File: src/rtl/hrc_pkg.sv
package hrc_pkg;

  // ceil(hz * ns / 1e9), at least 2 cycles
  function automatic int unsigned ns_to_cyc(longint unsigned hz, longint unsigned ns);
    longint unsigned c;
    c = (hz * ns + 64'd999_999_999) / 64'd1_000_000_000;
    if (c < 2) c = 2;
    return int'(c);
  endfunction

  typedef struct packed {
    logic want;   // next requested level
    logic force_; // timeout pulse request
  } hrc_req_t;

endpackage

File: src/rtl/hrc_idle_timer.sv
module hrc_idle_timer #(
  parameter int unsigned TMO_CYC = 6000,
  localparam int unsigned CNT_W  = $clog2(TMO_CYC + 1)
) (
  input  logic clk_i,
  input  logic rst_ni,
  input  logic read_mode_i,
  input  logic arm_i,
  input  logic byte_i,
  output logic expire_o
);

  logic             armed_q;
  logic             run_q;
  logic [CNT_W-1:0] cnt_q;
  logic             byte_ok;

  assign byte_ok  = byte_i && read_mode_i && (armed_q || arm_i);
  assign expire_o = read_mode_i && run_q && !byte_ok && (cnt_q == CNT_W'(TMO_CYC - 1));

  always_ff @(posedge clk_i or negedge rst_ni) begin
    if (!rst_ni)           armed_q <= 1'b0;
    else if (!read_mode_i) armed_q <= 1'b0;
    else if (arm_i)        armed_q <= 1'b1;
  end

  always_ff @(posedge clk_i or negedge rst_ni) begin
    if (!rst_ni) begin
      run_q <= 1'b0;
      cnt_q <= '0;
    end else if (!read_mode_i) begin
      run_q <= 1'b0;
      cnt_q <= '0;
    end else if (byte_ok) begin
      run_q <= 1'b1;
      cnt_q <= '0;
    end else if (expire_o) begin
      run_q <= 1'b0;
      cnt_q <= '0;
    end else if (run_q) begin
      cnt_q <= cnt_q + 1'b1;
    end
  end

  // a fresh byte pushes expiry a full window away
  a_r8_quiet_after_byte: assert property (@(posedge clk_i) disable iff (!rst_ni)
    byte_ok |=> !expire_o);

  // leaving read mode stops the count
  a_r12_disarm: assert property (@(posedge clk_i) disable iff (!rst_ni)
    !read_mode_i |=> !run_q && !armed_q);

endmodule

File: src/rtl/hrc_level_policy.sv
module hrc_level_policy
  import hrc_pkg::*;
#(
  parameter int unsigned LVL_W  = 6,
  parameter int unsigned HI_LVL = 16,
  parameter int unsigned LO_LVL = 8
) (
  input  logic             clk_i,
  input  logic             rst_ni,
  input  logic             read_mode_i,
  input  logic [LVL_W-1:0] rx_level_i,
  input  logic             rd_cmd_i,
  input  logic             full_i,
  input  logic             empty_i,
  input  logic             expire_i,
  output hrc_req_t         req_o
);

  logic want_q, want_d;
  logic rise_req, fall_req;

  assign rise_req = full_i || expire_i;
  assign fall_req = rd_cmd_i || empty_i;

  always_comb begin
    want_d = want_q;
    if (read_mode_i) begin
      if (rise_req)      want_d = 1'b1;  // rise wins
      else if (fall_req) want_d = 1'b0;
    end else begin
      if (rx_level_i >= LVL_W'(HI_LVL))     want_d = 1'b0;
      else if (rx_level_i < LVL_W'(LO_LVL)) want_d = 1'b1;
    end
  end

  always_ff @(posedge clk_i or negedge rst_ni) begin
    if (!rst_ni) want_q <= 1'b1;
    else         want_q <= want_d;
  end

  assign req_o.want   = want_d;
  assign req_o.force_ = read_mode_i && expire_i;

  // fill level is ignored in read mode
  a_r10_level_ignored: assert property (@(posedge clk_i) disable iff (!rst_ni)
    (read_mode_i && !rd_cmd_i && !full_i && !empty_i && !expire_i) |=> $stable(want_q));

  // hysteresis band keeps the request
  a_r3_band_holds: assert property (@(posedge clk_i) disable iff (!rst_ni)
    (!read_mode_i && rx_level_i >= LVL_W'(LO_LVL) && rx_level_i < LVL_W'(HI_LVL))
    |=> $stable(want_q));

  // rise request dominates
  a_r11_rise_wins: assert property (@(posedge clk_i) disable iff (!rst_ni)
    (read_mode_i && (full_i || expire_i)) |=> want_q);

endmodule

File: src/rtl/hrc_low_hold.sv
module hrc_low_hold
  import hrc_pkg::*;
#(
  parameter int unsigned MIN_LOW_CYC = 400,
  localparam int unsigned HOLD_W     = $clog2(MIN_LOW_CYC + 1)
) (
  input  logic     clk_i,
  input  logic     rst_ni,
  input  hrc_req_t req_i,
  output logic     ready_o
);

  logic              ready_q, ready_d;
  logic [HOLD_W-1:0] hold_q, hold_d;

  always_comb begin
    ready_d = ready_q;
    hold_d  = hold_q;
    if (ready_q) begin
      if (!req_i.want || req_i.force_) begin
        ready_d = 1'b0;
        hold_d  = HOLD_W'(MIN_LOW_CYC - 1);
      end
    end else if (hold_q != '0) begin
      hold_d = hold_q - 1'b1;
    end else if (req_i.want) begin
      ready_d = 1'b1;
    end
  end

  always_ff @(posedge clk_i or negedge rst_ni) begin
    if (!rst_ni) begin
      ready_q <= 1'b1;
      hold_q  <= '0;
    end else begin
      ready_q <= ready_d;
      hold_q  <= hold_d;
    end
  end

  assign ready_o = ready_q;

  // no residual hold while high
  a_r7_hold_clear_high: assert property (@(posedge clk_i) disable iff (!rst_ni)
    ready_q |-> hold_q == '0);

  // timeout pulse drops a high flag
  a_r9_force_drops: assert property (@(posedge clk_i) disable iff (!rst_ni)
    (ready_q && req_i.force_) |=> !ready_q);

endmodule

File: src/rtl/host_ready_ctrl.sv
module host_ready_ctrl
  import hrc_pkg::*;
#(
  parameter longint unsigned CLK_HZ  = 200_000_000,
  parameter int unsigned LVL_W       = 6,
  parameter int unsigned HI_LVL      = 16,
  parameter int unsigned LO_LVL      = 8,
  parameter int unsigned MIN_LOW_NS  = 2_000,
  parameter int unsigned TIMEOUT_NS  = 30_000
) (
  input  logic             clk_i,
  input  logic             rst_ni,
  input  logic             read_mode_i,
  input  logic [LVL_W-1:0] rx_level_i,
  input  logic             rd_cmd_first_i,
  input  logic             bank_full_i,
  input  logic             bank_empty_i,
  input  logic             tx_byte_i,
  output logic             ready_o
);

  localparam int unsigned MIN_LOW_CYC = ns_to_cyc(CLK_HZ, MIN_LOW_NS);
  localparam int unsigned TMO_CYC     = ns_to_cyc(CLK_HZ, TIMEOUT_NS);
  localparam int unsigned LOWC_W      = $clog2(MIN_LOW_CYC + 1);

  logic     expire;
  hrc_req_t req;

  hrc_idle_timer #(.TMO_CYC(TMO_CYC)) u_timer (
    .clk_i      (clk_i),
    .rst_ni     (rst_ni),
    .read_mode_i(read_mode_i),
    .arm_i      (rd_cmd_first_i),
    .byte_i     (tx_byte_i),
    .expire_o   (expire)
  );

  hrc_level_policy #(.LVL_W(LVL_W), .HI_LVL(HI_LVL), .LO_LVL(LO_LVL)) u_policy (
    .clk_i      (clk_i),
    .rst_ni     (rst_ni),
    .read_mode_i(read_mode_i),
    .rx_level_i (rx_level_i),
    .rd_cmd_i   (rd_cmd_first_i),
    .full_i     (bank_full_i),
    .empty_i    (bank_empty_i),
    .expire_i   (expire),
    .req_o      (req)
  );

  hrc_low_hold #(.MIN_LOW_CYC(MIN_LOW_CYC)) u_hold (
    .clk_i  (clk_i),
    .rst_ni (rst_ni),
    .req_i  (req),
    .ready_o(ready_o)
  );

  // checker: length of the current low phase, saturating
  logic [LOWC_W-1:0] low_cnt_q;
  always_ff @(posedge clk_i or negedge rst_ni) begin
    if (!rst_ni)                               low_cnt_q <= '0;
    else if (ready_o)                          low_cnt_q <= '0;
    else if (low_cnt_q != LOWC_W'(MIN_LOW_CYC)) low_cnt_q <= low_cnt_q + 1'b1;
  end

  // every low phase meets the minimum
  a_r7_min_low: assert property (@(posedge clk_i) disable iff (!rst_ni)
    $rose(ready_o) |-> low_cnt_q == LOWC_W'(MIN_LOW_CYC));

  // fill threshold drops the flag in write mode
  a_r2_fill_drop: assert property (@(posedge clk_i) disable iff (!rst_ni)
    (!read_mode_i && ready_o && rx_level_i >= LVL_W'(HI_LVL)) |=> !ready_o);

  // read-side fall requests act on a high flag
  a_r4_r6_fall: assert property (@(posedge clk_i) disable iff (!rst_ni)
    (read_mode_i && ready_o && (rd_cmd_first_i || bank_empty_i) && !bank_full_i && !expire)
    |=> !ready_o);

endmodule

File: config.mk
export PLATFORM = sky130hd
export DESIGN_NAME = host_ready_ctrl
export DESIGN_NICKNAME = d
export VERILOG_FILES = /design/src/rtl/hrc_pkg.sv /design/src/rtl/hrc_idle_timer.sv /design/src/rtl/hrc_level_policy.sv /design/src/rtl/hrc_low_hold.sv /design/src/rtl/host_ready_ctrl.sv
export SDC_FILE = /design/constraint.sdc
export NUM_CORES = 1
export LEC_CHECK = 0
export CAP_MARGIN = 20
export CORE_ASPECT_RATIO = 1.1
export CORE_MARGIN = 1.5
export CORE_UTILIZATION = 35
export DETAILED_ROUTE_END_ITERATION = 10
export GPL_ROUTABILITY_DRIVEN = 0
export PLACE_DENSITY = 0.6
export SETUP_SLACK_MARGIN = 0.2
export SYNTH_ARGS = -nofsm -noshare
export SYNTH_HDL_FRONTEND = slang
export SYNTH_SLANG_ARGS = --single-unit
File: constraint.sdc
create_clock -name clk_i -period 2.7 [get_ports clk_i]
set_input_delay 0.675 -clock clk_i [delete_from_list [all_inputs] [get_ports clk_i]]
set_output_delay 0.675 -clock clk_i [all_outputs]
set_load 0.01 [all_outputs]
Word-level counts from Yosys, hierarchy flattened

Cells that the tools add are included.

Logic and storage cells: 51
Register bits after elaboration: 26
Bits of input ports: 13

$lt $le $gt $ge: 2
Muxes and demuxes: 21
$add $sub $neg: 2
Equality and inequality tests: 5
Reduce and logical (&&, ||, !) cells: 15

Operator list:

| cell                                                       | number |
|---|---|
| 2-to-1 mux 13 bit                                          | 4 |
| 2-to-1 mux 9 bit                                           | 3 |
| 2-to-1 mux 1 bit                                           | 14 |
| adder 13 x 1 -> 13 bit, second input constant              | 1 |
| equality test 13 bit, second input constant                | 1 |
| nonzero test 9 bit                                         | 1 |
| subtractor 9 x 1 -> 9 bit, second input constant           | 1 |
| >= comparator 6 x 5 -> 1 bit, second input constant        | 1 |
| logical AND 1 bit                                          | 6 |
| less-than comparator 6 x 4 -> 1 bit, second input constant | 1 |
| logical OR 1 bit                                           | 4 |
| inequality test 4 x 1 -> 1 bit, second input constant      | 1 |
| inequality test 3 x 1 -> 1 bit, second input constant      | 1 |
| zero test 1 bit                                            | 2 |
| inequality test 2 x 1 -> 1 bit, second input constant      | 1 |
| inequality test 2 bit, second input constant               | 1 |
| AND reduction 2 bit                                        | 1 |
| nonzero test 2 bit                                         | 1 |

Logic depth before layout (Yosys ltp)

Gate-level depths: netlist (run 1).

Depth after elaboration: 12
Gate-level depth with buffers: 7
Gate-level depth less buffers: 6

By module

From an unflattened synthesis (run 1), not the netlist that was laid out.

Cell total of the unflattened synthesis: 169
Area, all modules: 1586.5 um2

By module, submodules not included:

| module           | cells an instance | seq. area each (um2) | times used | area each (um2) |
|---|---|---|---|---|
| hrc_idle_timer   | 92                | 375.4                | 1          | 890.9 |
| hrc_low_hold     | 67                | 251.5                | 1          | 615.6 |
| hrc_level_policy | 10                | 26.3                 | 1          | 80.1 |

Worst setup path before layout (run 1)

No wires, ideal clock.

Kind: register to register
Start: register u_timer.cnt_q[4]
End: register u_hold.ready_q (netlist: u_hold.ready_o)
Setup time: 0.105 ns
Arrival time: 2.058 ns
Setup slack: 0.538 ns
Cell stages (with the launch flop): 7
Buffers on the path: 2
Cell sequence: dfrtp_1 > buf_6 > or4b_4 > or4_1 > buf_2 > o211a_1 > a2111oi_2

Word-level cells in the longest chain between the ends: 9
Elaborated cells between the ends (all ways): 12
Those cells by class: 1 x eq/ne; 6 x mux; 5 x reduce/logical

RTL lines:

| what                   | line                   | text |
|---|---|---|
| start, declared        | hrc_idle_timer.sv:15   | `logic [CNT_W-1:0] cnt_q;` |
| start signal, assigned | hrc_idle_timer.sv:41   | `cnt_q <= cnt_q + 1'b1;` |
| equality test 13 bit * | hrc_idle_timer.sv:19   | `assign expire_o = read_mode_i && run_q && !byte_ok && (cnt_q == CNT_W'(TMO_CYC - 1));` |
| logical AND 1 bit *    | hrc_idle_timer.sv:19   |  |
| logical OR 1 bit       | hrc_level_policy.sv:22 | `assign rise_req = full_i \|\| expire_i;` |
| 2-to-1 mux 1 bit       | hrc_level_policy.sv:28 | `if (rise_req) want_d = 1'b1;` |
| 2-to-1 mux 1 bit       | hrc_level_policy.sv:27 | `if (read_mode_i) begin` |
| zero test 1 bit        | hrc_low_hold.sv:20     | `if (!req_i.want \|\| req_i.force_) begin` |
| logical OR 1 bit       | hrc_low_hold.sv:20     |  |
| 2-to-1 mux 1 bit       | hrc_low_hold.sv:20     |  |
| 2-to-1 mux 1 bit *     | hrc_low_hold.sv:19     | `if (ready_q) begin` |
| net u_hold.ready_d     | hrc_low_hold.sv:13     | `logic ready_q, ready_d;` |
| end signal, assigned   | hrc_low_hold.sv:36     | `ready_q <= ready_d;` |
| end, declared          | hrc_low_hold.sv:13     |  |

Mark *: on every way through the listed nets, which the timed path passes. The rest lies on a longest branch.
A chain may end at the register's enable or synchronous reset.

Final worst setup path (run 1)

Start: register u_hold.ready_q (netlist: u_hold.ready_o)
End: output ready_o

RTL lines:

| what          | line                  | text |
|---|---|---|
| end, declared | host_ready_ctrl.sv:19 | `output logic ready_o` |

No word-level cell between the ends.

==> impl_results.md, run 1 <==
- Post-Syn Nets: 177
- Min Hold Slack: 0.506 ns
- Clock power share: 23.8%
- Placement Cell Area: 0.00166 mm^2
- Die Width: 64.8 um
- Final setup viols: 0
- DR vias: 1331
- Layout cell share with drive strength beyond 1: 11.2%
- Crit Path Max Fanout: 17
- Reg power frac: 51.5%
- Min-Delay Path Class: reg -> reg
- CTS H-tree depth: 1
- Layout area overhead: 17.0%
- CTS tree: done
- Worst-Margin Slew: 0.519 ns
- Worst-path clk slew: 0.09 ns
- FF+latch count, synth: 26
- Crit path depth: 1
- HPWL after DPL: 2410 um
- Switching Fraction: 30.5%
- DR pass1 iterations: 4
- DR WL/cell: 14.3 um
- Post-Synthesis Cells: 162
- VDD IR max: 0.201 mV
- Ys async rst share: 100%
- Worst-path cell chain: clkdlybuf4s50_1
- CP arrival: 1.56 ns
- Placed cells: 226
- Fmax: 448 MHz
- Design Area, Final: 0.00172 mm^2
- Total Wirelength: 3290 um
- Vias in the first global route: 1333
- Hold buffer count at CTS: 0
- Tot GR Track Use: 16.0%
- Internal: 0.726 mW
- Gr ovfl total: 0
- Number of buffers created by CTS: 3
- Pleak: 0.655 nW
- Switching power: 0.318 mW
- Vias per cell: 5.79
- CORE AREA: 0.00399 mm^2
- Starting Density: 36.8%
- Reg2Reg Launch Point: u_timer.cnt_q[4]
- Area of the mapped netlist: 0.00147 mm^2
- Hold Path Depth: 2
- Power Density: 608 mW/mm^2
- Most common cell after layout, fill and taps aside: dfrtp_1
- IO Port Bufs: 10
- Number of cell rows: 24
- Pre-CTS WS: 0.276 ns
- Most frequent cells in the layout: 24 x dfrtp_1, 15 x a31oi_1, 13 x nand2_1
- Postcts setup bufs: 0
- CTS root buffer: clkbuf_8
- Sequential share of the synthesized area: 44.5%
- Post-route ant nets: 0
- Flop2flop setup slack: 0.53 ns
- Non-Filler Instances: 230
- Largest net degree at the start of global routing: 27
- Top FF cell, synth: dfrtp_1
- Required time of the critical path: 2.03 ns
- Clock sinks: 26
- Fill count: 403
- Reg-to-reg endpoint: u_hold.ready_o
- Tmin final: 2.23 ns
- EDFF count, synth: 0
- Mean post-synth cell area: 9.07 um^2
- Initial drt markers: 81
- RSZ-0062 raised after global routing: no
- Slew Viols, Final: 0
- WP buf/inv: 1
- Crit end category: output pin
- Startpoint Class: register
- CP top delay family: flip-flops
- Die H: 70.9 um
- First-pass GRT wire length: 5950 um
- Total negative slack: 0 ns
- IO Pins: 14
- Sink of the worst hold path: u_hold.hold_q[8]
- Longest Clk Path Bufs: 2
- Hold Vio Cnt, Final: 0
- Worst skew pair latency: 0.27 ns
- Worst Hold Launch: u_hold.hold_q[8]
- Outcome: completed
- Clk_skew: 0.00304 ns
- Combinational group share of total power: 24.7%
- Initial antenna violation count: 0
- DRC viols: 0
- Synth cell types: 44
- Slowest cell on crit path: dfstp_2
- Setup ws final: 0.468 ns
- Final period util: 82.7%
- Kind of critical path: reg -> out
- Max Cap Viol: 0
- Max transition margin: 65.1%
- Worst r2r path cells: 4
- PostCTS Resize Cnt: 0
- Synth Warn #: 0
- Die area: 0.00460 mm^2
- Nets: 194
- Largest stage delay, worst path: 0.70 ns
- Antenna cells: 0
-- cell usage after synthesis (all sizes together) (2+ instances only) --
| master | n | area share, % |
|---|---|---|
| nand2b | 2 | 0.85 |
| buf | 2 | 1.1 |
| nor4 | 5 | 2.6 |
| o21ai | 9 | 3.1 |
| a31o | 2 | 1.2 |
| nor3b | 2 | 1.0 |
| ha | 2 | 1.7 |
| or4 | 7 | 3.6 |
| dfrtp | 24 | 41 |
| inv | 8 | 2.0 |
| o21bai | 2 | 1.0 |
| dfstp | 2 | 3.6 |
| nand4 | 2 | 0.85 |
| nand3 | 12 | 4.1 |
| nor3 | 7 | 2.4 |
| nand2 | 13 | 3.3 |
| a21oi | 2 | 0.68 |
| a31oi | 15 | 6.4 |
| or3 | 9 | 3.8 |
| and3 | 2 | 0.85 |
| clkbuf | 4 | 1.0 |
| nor2 | 10 | 2.6 |
-- state kept, by name, indices dropped and copies added, names as in the netlist --
register         flops
u_hold.hold_q        9
u_timer.cnt_q       13
u_hold.ready_o       1
u_timer.run_q        1
u_policy.want_q      1
u_timer.armed_q      1
-- worst max path at each step --
stage	startpoint	end
floorplan	u_timer.cnt_q[4]	u_hold.ready_o
global placement	rd_cmd_first_i	u_hold.ready_o
detailed placement	rd_cmd_first_i	u_timer.cnt_q[10]
CTS	u_hold.ready_o	ready_o
global route	u_hold.ready_o	ready_o
finish	u_hold.ready_o	ready_o
-- cell families after synthesis --
group / Yosys count / synth area share (%)
xor gates and xnor gates: 1 / 0.596
and+or+nand+nor: 77 / 29.6
adders and majority gates: 2 / 1.70
buffers and inverters: 14 / 4.17
AOI/OAI and AO/OA: 42 / 19.5
DFF: 26 / 44.5
-- power by group through the flow --
stage	combinational, mW	clock [mW]	sequential [mW]
after floorplan	0.195	0	0.523
after global placement	0.247	0	0.539
after detailed placement	0.261	0	0.545
after CTS	0.262	0.258	0.537
after global routing	0.310	0.271	0.556
final	0.257	0.249	0.538
-- metrics by stage --
stage / total power, mW / util (%)
finish: 1.04 / 43.0
global route: 1.14 / 43.0
CTS: 1.06 / 43.0
detailed placement: 0.806 / 41.6
global placement: 0.786 / 41.6
floorplan: 0.717 / -
-- routing by layer --
metal | GRT usage (%) | up-vias | share of wire [%]
li1 | - | 654 | -
met1 | 19.2 | 639 | 44
met2 | 29.2 | 36 | 52
met3 | 2.07 | 2 | 3.6
met4 | 5.44 | 0 | 0.79
met5 | 0 | - | 0
-- area by class of cell --
type	instances	area (um^2)	area share (%)
clock buffers	4	55.1	3.20
inverters	8	30.0	1.75
multi-input cells	122	754	43.9
flip-flops and latches	26	653	38.0
well taps	52	65.1	3.79
repair buffers	18	160	9.32
Power figures use the tool's default switching activity.
==> run 2, diff against run 1 <==
clock period = 2.2 ns   (was 2.7 ns; I/O delays follow)
==> run 2 against run 1 <==
Against the previous run: non-clock buffer count rose by 12; final cell count rose by 5.2%; sequential cell count stayed put; routed wire length up 16%; sequential power rose by 24%; clock-buffer cell count unchanged; core utilization is 4.4 points higher; clock skew grew 0.0060 ns; first-iteration DRC count down 1.2%; setup slack worse by 0.33 ns; global-route usage increased by 2.4 points; register-to-register slack got worse by 0.39 ns; largest power group unchanged.
==> impl_results.md, run 2 (synthesis results as in run 1) <==
- Final period util: 93.5%
- Nets: 206 (+6.2%)
- First-pass GRT wire length: 6630 um (+11%)
- Most crowded layer after global routing: met2
- Clock sinks: 26 (unchanged)
- Starting Density: 36.8% (unchanged)
- Layout cell share with drive strength beyond 1: 22.6% (+11 points)
- Placed cells: 233 (+3.1%)
- Tot GR Track Use: 18.4% (+2.4 points)
- Max reg flops: 13 (unchanged)
- Min-Delay Path Class: reg -> reg
- Layout area overhead: 28.8%
- Slew Viols, Final: 0 (unchanged)
- CTS H-tree depth: 1 (unchanged)
- Antenna cells: 0 (unchanged)
- VDD IR max: 0.233 mV (+16%)
- IO Port Bufs: 10 (unchanged)
- Fmax: 486 MHz
- Core Util, Final: 47.4% (+4.4 points)
- Number of buffers created by CTS: 3 (unchanged)
- CTS tree: done
- Setup ws final: 0.143 ns (-0.325 ns)
- DR pass1 iterations: 4 (unchanged)
- Outcome: completed
- Gr ovfl total: 0 (unchanged)
- Final setup viols: 0 (unchanged)
- Power Density: 709 mW/mm^2 (+17%)
- CTS root buffer: clkbuf_8
- Initial drt markers: 80 (-1.2%)
- Vias in the first global route: 1442 (+8.2%)
- Vias per cell: 5.74 (-0.89%)
- Hold buffer count at CTS: 0 (unchanged)
- IO Pins: 14 (unchanged)
- Die Width: 64.8 um (unchanged)
- Met1 Use GR: 22.0% (+2.8 points)
- Most frequent cells in the layout: 23 x dfrtp_1, 19 x buf_4, 13 x nand2_1
- RSZ-0062 raised after global routing: yes
- DR vias: 1388 (+4.3%)
- Required time of the critical path: 2.36 ns (+0.33 ns)
- Number of cell rows: 24 (unchanged)
- Most common cell after layout, fill and taps aside: dfrtp_1
- Max Cap Viol: 0 (unchanged)
- Max transition margin: 72.5% (+7.4 points)
- Tmin final: 2.06 ns
- Worst-Margin Slew: 0.409 ns (-0.110 ns)
- Worst skew pair latency: 0.28 ns (about the same)
- Pre-CTS WS: 0.0230 ns (-0.253 ns)
- Largest registers: u_timer.cnt_q x13, u_hold.hold_q x9
- Clk_skew: 0.00900 ns (+0.00595 ns)
- Total negative slack: 0 ns (unchanged)
- GR Util met2: 31.8% (+2.6 points)
- Initial antenna violation count: 0 (unchanged)
- CP arrival: 2.22 ns (+0.66 ns)
- Largest net degree at the start of global routing: 27 (unchanged)
- Kind of critical path: reg -> reg
- Post-route ant nets: 0 (unchanged)
- Pleak: 0.726 nW (+11%)
- Worst-path clk slew: 0.09 ns (about the same)
- HPWL after DPL: 2630 um (+9.2%)
- Non-Filler Instances: 242 (+5.2%)
- Met3 Use GR: 2.86% (+0.79 points)
- DR WL/cell: 15.7 um (+10%)
- Longest Clk Path Bufs: 2 (unchanged)
- CORE AREA: 0.00399 mm^2 (unchanged)
- Die H: 70.9 um (unchanged)
- Die area: 0.00460 mm^2 (unchanged)
- Hold Vio Cnt, Final: 0 (unchanged)
- Biggest register: u_timer.cnt_q
- Crit Path Max Fanout: 14 (-3)
- DRC viols: 0 (unchanged)
- Min Hold Slack: 0.503 ns (-0.00319 ns)
- Startpoint Class: register
- Total Wirelength: 3810 um (+16%)
- Crit end category: register
==> run 2: cell count changes in the layout (fill, tap and decap cells not counted), moves of 2 or more <==
cell,previous run,this run
buf_4,8,19
a31oi_1,15,12
a31oi_2,0,2
ha_1,2,0
ha_2,0,2
==> run 2: layer usage <==
metal | up-vias | share of wire, %
li1 | 675 | -
met1 | 679 | 42
met2 | 25 | 52
met3 | 9 | 2.8
met4 | 0 | 3.1
met5 | - | 0
==> run 2: path summary, 6_finish.rpt <==
kind	start	to	slack, ns	cells past startpoint
max	u_timer.cnt_q[7]	u_timer.cnt_q[6]	0.14	5
min	u_hold.hold_q[8]	u_hold.hold_q[8]	0.50	2
max reg2reg	u_timer.cnt_q[7]	u_timer.cnt_q[6]	0.14	5
min reg2reg	u_hold.hold_q[8]	u_hold.hold_q[8]	0.50	2
max in group asynchronous	rst_ni	u_policy.want_q	1.27	2
min in group asynchronous	rst_ni	u_hold.hold_q[2]	0.62	2
==> run 2: what timing repair did <==
| item | CTS | global route |
|---|---|---|
| cloned | 0 | 0 |
| gates resized for setup | 5 | 11 |
| setup endpoints to repair | 20 | 18 |
| buffers inserted | 1 | 4 |
| endpoints found under the hold margin | 0 | 0 |
| pin swaps | 1 | 2 |
==> run 2: worst max-delay path: stages, from the launching register on <==
cell	delay [ns]
dfrtp_2	0.46
or4b_4	0.56
or4_4	0.45
buf_8	0.17
nand2_1	0.17
o22ai_2	0.13
==> run 2: area by class of cell <==
class / instances / area [um^2]
Fill cell: 392 / 2100
Clock buffer: 4 / 55.1
Tap cell: 52 / 65.1
Timing Repair Buffer: 30 / 258
Sequential cell: 26 / 654
Multi-Input combinational cell: 122 / 830
Inverter: 8 / 30.0
==> run 2: where the power goes <==
| part | total (mW) | internal (mW) | switching [mW] |
|---|---|---|---|
| registers | 0.666 | 0.568 | 0.0981 |
| logic | 0.352 | 0.181 | 0.170 |
| clock network | 0.324 | 0.161 | 0.164 |
| total | 1.34 | 0.909 | 0.432 |
==> run 2: stage by stage <==
stage	cell area [um^2]	total power, mW
after floorplan	1480	0.884
after global placement	1720	0.974
after detailed placement	1720	0.996
after CTS	1800	1.33
after global routing	1890	1.44
final	1890	1.34
